$ cat config.mk
export PLATFORM = sky130hd
export DESIGN_NAME = mmio_port
export DESIGN_NICKNAME = d
export VERILOG_FILES = /design/src/rtl/mmio_pkg.sv /design/src/rtl/mmio_decode.sv /design/src/rtl/mmio_rx_chan.sv /design/src/rtl/mmio_tx_chan.sv /design/src/rtl/mmio_port.sv
export SDC_FILE = /design/constraint.sdc
export NUM_CORES = 1
export LEC_CHECK = 0
export BUFFER_PORTS_ARGS = -buffer_cell sky130_fd_sc_hd__clkbuf_2
export CAP_MARGIN = 30
export CORE_MARGIN = 2
export CORE_UTILIZATION = 47
export DETAILED_ROUTE_END_ITERATION = 10
export PLACE_DENSITY = 0.74
export SYNTH_ARGS = -nofsm -noshare
export SYNTH_HDL_FRONTEND = slang
export SYNTH_SLANG_ARGS = --single-unit
$ cat constraint.sdc
create_clock -name clk -period 2.3 [get_ports clk]
set_clock_uncertainty 0.2 [all_clocks]
set_input_delay 0.115 -clock clk [delete_from_list [all_inputs] [get_ports clk]]
set_output_delay 0.115 -clock clk [all_outputs]
set_load 0.02 [all_outputs]
$ cat src/rtl/mmio_pkg.sv
package mmio_pkg;
  localparam int NUM_REGS = 6;

  typedef enum logic [2:0] {
    SEL_RXDATA = 3'd0,
    SEL_RXSTAT = 3'd1,
    SEL_TXCTRL = 3'd2,
    SEL_IRQEN  = 3'd3,
    SEL_TXDATA = 3'd4,
    SEL_SPARE  = 3'd5,
    SEL_NONE   = 3'd7
  } reg_sel_e;

  typedef enum logic [1:0] {
    TX_IDLE = 2'd0,
    TX_BUSY = 2'd1,
    TX_DONE = 2'd2
  } tx_state_e;
endpackage

$ cat src/rtl/mmio_decode.sv
module mmio_decode
  import mmio_pkg::*;
#(
  parameter int AW   = 16,
  parameter int BASE = 'hFF00
) (
  input  logic [AW-1:0] addr,
  output reg_sel_e      sel
);
  localparam logic [AW-1:0] BASE_A = AW'(BASE);
  localparam logic [AW-1:0] SPAN   = AW'(2 * NUM_REGS);

  logic [AW-1:0] off;

  always_comb begin
    off = addr - BASE_A;
    if (addr >= BASE_A && off < SPAN && !addr[0])
      sel = reg_sel_e'(off[3:1]);
    else
      sel = SEL_NONE;
  end
endmodule

$ cat src/rtl/mmio_rx_chan.sv
module mmio_rx_chan #(
  parameter int DW = 16
) (
  input  logic          clk,
  input  logic          rst,
  input  logic          in_valid,
  input  logic [DW-1:0] in_data,
  input  logic          stat_wr,
  input  logic [1:0]    stat_keep,
  input  logic          en_wr,
  input  logic          en_val,
  output logic [DW-1:0] data_q,
  output logic          rdy_q,
  output logic          ovr_q,
  output logic          ie_q,
  output logic          irq_q
);
  logic clr_rdy, clr_ovr;

  assign clr_rdy = stat_wr & ~stat_keep[0];
  assign clr_ovr = stat_wr & ~stat_keep[1];

  always_ff @(posedge clk) begin
    if (rst) begin
      data_q <= '0;
      rdy_q  <= 1'b0;
      ovr_q  <= 1'b0;
      ie_q   <= 1'b0;
      irq_q  <= 1'b0;
    end else begin
      if (in_valid && !rdy_q)
        data_q <= in_data;
      rdy_q <= (rdy_q & ~clr_rdy) | (in_valid & ~rdy_q);
      ovr_q <= (ovr_q & ~clr_ovr) | (in_valid & rdy_q);
      if (en_wr)
        ie_q <= en_val;
      irq_q <= rdy_q & ie_q;
    end
  end
endmodule

$ cat src/rtl/mmio_tx_chan.sv
module mmio_tx_chan
  import mmio_pkg::*;
#(
  parameter int DW      = 16,
  parameter int LATENCY = 32
) (
  input  logic          clk,
  input  logic          rst,
  input  logic          data_wr,
  input  logic          ctrl_wr,
  input  logic [DW-1:0] wdata,
  output logic [DW-1:0] txd_q,
  output logic          start_o,
  output logic          done_o,
  output logic          out_valid,
  output logic [DW-1:0] out_data
);
  localparam int CNT_W = (LATENCY < 2) ? 1 : $clog2(LATENCY);
  localparam logic [CNT_W-1:0] CNT_LOAD = CNT_W'(LATENCY - 1);

  tx_state_e        st;
  logic [CNT_W-1:0] cnt;

  always_ff @(posedge clk) begin
    if (rst) begin
      st        <= TX_IDLE;
      cnt       <= '0;
      txd_q     <= '0;
      out_valid <= 1'b0;
      out_data  <= '0;
    end else begin
      out_valid <= 1'b0;
      if (data_wr)
        txd_q <= wdata;
      if (ctrl_wr && !wdata[0]) begin
        st <= TX_IDLE;
      end else if (ctrl_wr && st == TX_IDLE) begin
        st       <= TX_BUSY;
        cnt      <= CNT_LOAD;
        out_data <= txd_q;
      end else if (st == TX_BUSY) begin
        if (cnt == '0) begin
          st        <= TX_DONE;
          out_valid <= 1'b1;
        end else begin
          cnt <= cnt - 1'b1;
        end
      end
    end
  end

  assign start_o = (st != TX_IDLE);
  assign done_o  = (st == TX_DONE);
endmodule

$ cat src/rtl/mmio_port.sv
module mmio_port
  import mmio_pkg::*;
#(
  parameter int AW      = 16,
  parameter int DW      = 16,
  parameter int BASE    = 'hFF00,
  parameter int LATENCY = 32
) (
  input  logic          clk,
  input  logic          rst,
  input  logic          bus_sel,
  input  logic          bus_we,
  input  logic [AW-1:0] bus_addr,
  input  logic [DW-1:0] bus_wdata,
  output logic [DW-1:0] bus_rdata,
  input  logic          in_valid,
  input  logic [DW-1:0] in_data,
  output logic          irq,
  output logic          out_valid,
  output logic [DW-1:0] out_data
);
  reg_sel_e      sel;
  logic          wr, rd;
  logic          wr_stat, wr_en, wr_ctrl, wr_txd;
  logic [DW-1:0] rxd_q, txd_q;
  logic          rdy_q, ovr_q, ie_q, tx_start, tx_done;

  mmio_decode #(.AW(AW), .BASE(BASE)) u_dec (
    .addr (bus_addr),
    .sel  (sel)
  );

  assign wr      = bus_sel & bus_we;
  assign rd      = bus_sel & ~bus_we;
  assign wr_stat = wr && sel == SEL_RXSTAT;
  assign wr_en   = wr && sel == SEL_IRQEN;
  assign wr_ctrl = wr && sel == SEL_TXCTRL;
  assign wr_txd  = wr && sel == SEL_TXDATA;

  mmio_rx_chan #(.DW(DW)) u_rx (
    .clk       (clk),
    .rst       (rst),
    .in_valid  (in_valid),
    .in_data   (in_data),
    .stat_wr   (wr_stat),
    .stat_keep (bus_wdata[1:0]),
    .en_wr     (wr_en),
    .en_val    (bus_wdata[0]),
    .data_q    (rxd_q),
    .rdy_q     (rdy_q),
    .ovr_q     (ovr_q),
    .ie_q      (ie_q),
    .irq_q     (irq)
  );

  mmio_tx_chan #(.DW(DW), .LATENCY(LATENCY)) u_tx (
    .clk       (clk),
    .rst       (rst),
    .data_wr   (wr_txd),
    .ctrl_wr   (wr_ctrl),
    .wdata     (bus_wdata),
    .txd_q     (txd_q),
    .start_o   (tx_start),
    .done_o    (tx_done),
    .out_valid (out_valid),
    .out_data  (out_data)
  );

  always_ff @(posedge clk) begin
    if (rst) begin
      bus_rdata <= '0;
    end else if (rd) begin
      case (sel)
        SEL_RXDATA: bus_rdata <= rxd_q;
        SEL_RXSTAT: bus_rdata <= {{(DW-2){1'b0}}, ovr_q, rdy_q};
        SEL_TXCTRL: bus_rdata <= {{(DW-2){1'b0}}, tx_done, tx_start};
        SEL_IRQEN:  bus_rdata <= {{(DW-1){1'b0}}, ie_q};
        SEL_TXDATA: bus_rdata <= txd_q;
        default:    bus_rdata <= '0;
      endcase
    end
  end
endmodule

==> flow_metrics.tcl <==
set metrics [dict create \
    hp-class "primary input to register" \
    grtUsageMet3 0.0664 \
    dp_hpwl_mm 5.57 \
    rsz0062_at_grt "false" \
    pwr-share-comb 0.089 \
    avgRoutedWirePerCell_um 14.2 \
    synthCells 384 \
    grt.total_usage 0.234 \
    fillers 547 \
    ys_warn_count 0 \
    setup-violations-final 0 \
    crit_fanout 3 \
    critPathMaxStageDelay_ns 0.38 \
    syn2layout_area_growth_pct 33.4 \
    slew_headroom 0.540 \
    coreArea_um2 6420 \
    synth_top_family_by_area "simple AND/OR/NAND/NOR gates" \
    synthMuxAreaShare 0.0565 \
    htree_levels 3 \
    crit_chain "inv_1, ha_1, nor4b_1, a21oi_1, buf_4, o21a_1, and2_1, a311oi_1" \
    avgSynthCellArea_um2 8.25 \
    ys_async_sr_fraction 0 \
    top_usage_layer "met2" \
    crit_type "register to register" \
    maxClockFrequency_ghz 0.455 \
    grt_max_degree 50 \
    n_antenna_cell 0 \
    layout_commonest_cell "nand2_1" \
    layout_common_cells "nand2_1 (108), clkbuf_2 (86), dfxtp_1 (76)" \
    critPathCaptureType "register" \
    period_minus_slack_ns 2.20 \
    switchingPower_uw 624 \
    die_y_um 86.1 \
    status "complete, no violations" \
    yosysSeqAreaShare 0.480 \
    cts.clk_slew.worst_paths_ns 0.08 \
    fp-row-count 29 \
    cts_sinks 76 \
    synthAdderAreaFrac 0.00790 \
    ios 87 \
    worstMarginPinSlew_ns 0.690 \
    grt.overflow.total 0 \
    grt_pass1_wl_mm 13.6 \
    ant_nets 0 \
    first_global_vias 2980 \
    vias 3065 \
    die_w_um 86.1 \
    slew_violations 0 \
    port_buffers 86 \
    p_clk_frac 0.366 \
    fin_setup_tns_ns 0 \
    p_seq_frac 0.545 \
    root_buffer "clkbuf_8" \
    critPathSlowestCell "nor4b_1" \
    cp.arrival_ns 2.24 \
    postCtsSetupBuffers 0 \
    nNetsFinal 556 \
    finalCritPeriodShare 0.956 \
    synth_compound_area_frac 0.169 \
    crit_cells 8 \
    reg2reg_to "u_tx.cnt[1]" \
    p_int_uw 1850 \
    cp_num_buf_inv 2 \
    worstSkewPairLatency_ns 0.35 \
    peakVddDrop_uv 493 \
    crit_end "u_tx.cnt[1]" \
    gr-usage-met1 0.276 \
    ys_types 43 \
    synth_xor_area_frac 0 \
    crit_required_ns 2.34 \
    timing.hold.ws_ns 0.0421 \
    critPathTopFamily "compound AO/OA/AOI/OAI gates" \
    drcViolationCount 0 \
    start_util 0.493 \
    cp-startpoint "u_tx.cnt[0]" \
    synthFlopType "dfxtp_1" \
    first_pass_iters 4 \
    floorplan.die_area_um2 7410 \
    p_leak_uw 0.00169 \
    r2r-start "u_tx.cnt[0]" \
    final_util 0.658 \
    drv_cap 0 \
    p_sw_frac 0.253 \
    gr-usage-met2 0.411 \
    ys_ff_latch 76 \
    cp-start-kind "register" \
    hold_violations 0 \
    cts_tree "built" \
    routed_wl_mm 8.26 \
    gp_congestion 0.863 \
    yosys.area_share.simple 0.253 \
    cts_buffers 9 \
    p_per_area_nw_per_um2 585 \
    antenna_found_initial 0 \
    synth_nets 439 \
    clk_path_buf_depth 2 \
    vias_per_cell 5.26 \
    ctsResizeCount 0 \
    synth_area_um2 3170 \
    drive_above_1_share 0.267 \
    synth-edff-count 0 \
    drtIter0Drc 120 \
    r2r_slack_ns 0.10 \
    reg2reg_depth 8 \
]
## cell families (layout without fill, tap and decap cells)
group | count (synthesis) | after routing
AO/OA/AOI/OAI | 91 | 91
adder cells (fa/ha/maj) | 2 | 2
buffers and inverters | 28 | 150
flip-flops | 76 | 76
multiplexers | 16 | 16
AND/OR/NAND/NOR | 171 | 171
## routing by layer
layer	wire length [um]	share of wire
met1	3490	0.42
met3	445	0.054
met5	0	0
met2	4210	0.51
met4	116	0.014
## registers in the layout (all words and copies together), names as in the netlist
register / count
bus_rdata: 16
u_rx.data_q: 16
u_tx.out_data: 16
u_tx.txd_q: 16
u_tx.cnt: 5
u_tx.st: 2
u_rx.ie_q: 1
u_rx.irq_q: 1
u_rx.ovr_q: 1
u_rx.rdy_q: 1
u_tx.out_valid: 1
## what timing repair did
item                       CTS  global route
setup endpoints to repair    0             1
hold buffers                35             0
hold endpoints to repair    40             0
## Yosys cell counts (all sizes together), types with 3 or more instances
cell / count / area (um2)
a21oi: 56 / 280
a22oi: 14 / 105
a31oi: 4 / 31.3
and3: 3 / 20.0
clkbuf: 24 / 90.1
dfxtp: 76 / 1520
inv: 3 / 11.3
mux2: 15 / 169
nand2: 108 / 405
nand2b: 3 / 18.8
nand3: 4 / 20.0
nand3b: 4 / 30.0
nor2: 23 / 86.3
nor2b: 4 / 25.0
nor3: 5 / 25.0
o21ai: 6 / 30.0
or3: 3 / 20.0
or4: 3 / 26.3
## area by class of cell
type | count | area, um2 | area share
well taps | 77 | 96.3 | 0.0228
flip-flops and latches | 76 | 1520 | 0.360
inverters | 3 | 11.3 | 0.00267
clock inverters | 6 | 48.8 | 0.0116
multi-input cells | 280 | 1550 | 0.367
repair buffers | 131 | 868 | 0.206
clock buffers | 10 | 128 | 0.0302
## power groups by stage
stage / Combinational, uW / Clock [uW] / Sequential [uW]
floorplan: 93.1 / 0 / 1380
global placement: 168 / 0 / 1380
detailed placement: 170 / 0 / 1380
CTS: 217 / 925 / 1350
global route: 240 / 987 / 1350
finish: 219 / 905 / 1350
## worst register-to-register path, delay by kind of cell, from the launching register on
| family | cells | cell delay (ns) |
|---|---|---|
| buf+inv | 2 | 0.28 |
| flops | 1 | 0.33 |
| compound gates | 3 | 0.57 |
| fa+ha+maj | 1 | 0.17 |
| simple gates | 2 | 0.55 |
## stage by stage
stage	cells	instance area (um2)	setup slack (ns)	power (uW)
final	583	4220	0.101	2470
after global routing	583	4220	0.00783	2580
after CTS	583	4220	0.122	2490
after detailed placement	532	3700	0.00794	1550
after global placement	532	3700	0.0969	1540
after floorplan	384	3170	0.179	1470
## how the worst min path moves through the flow
stage,from,end,slack [ns],depth (start not counted)
floorplan,in_data[10],u_rx.data_q[10],0.05,2
global placement,in_data[8],u_rx.data_q[8],0.14,3
detailed placement,in_data[11],u_rx.data_q[11],0.14,3
CTS,bus_addr[2],u_rx.ie_q,0.02,4
global route,bus_addr[2],u_rx.ie_q,0.05,4
finish,bus_addr[2],u_rx.ie_q,0.04,4
(Power assumes the default switching activity.)
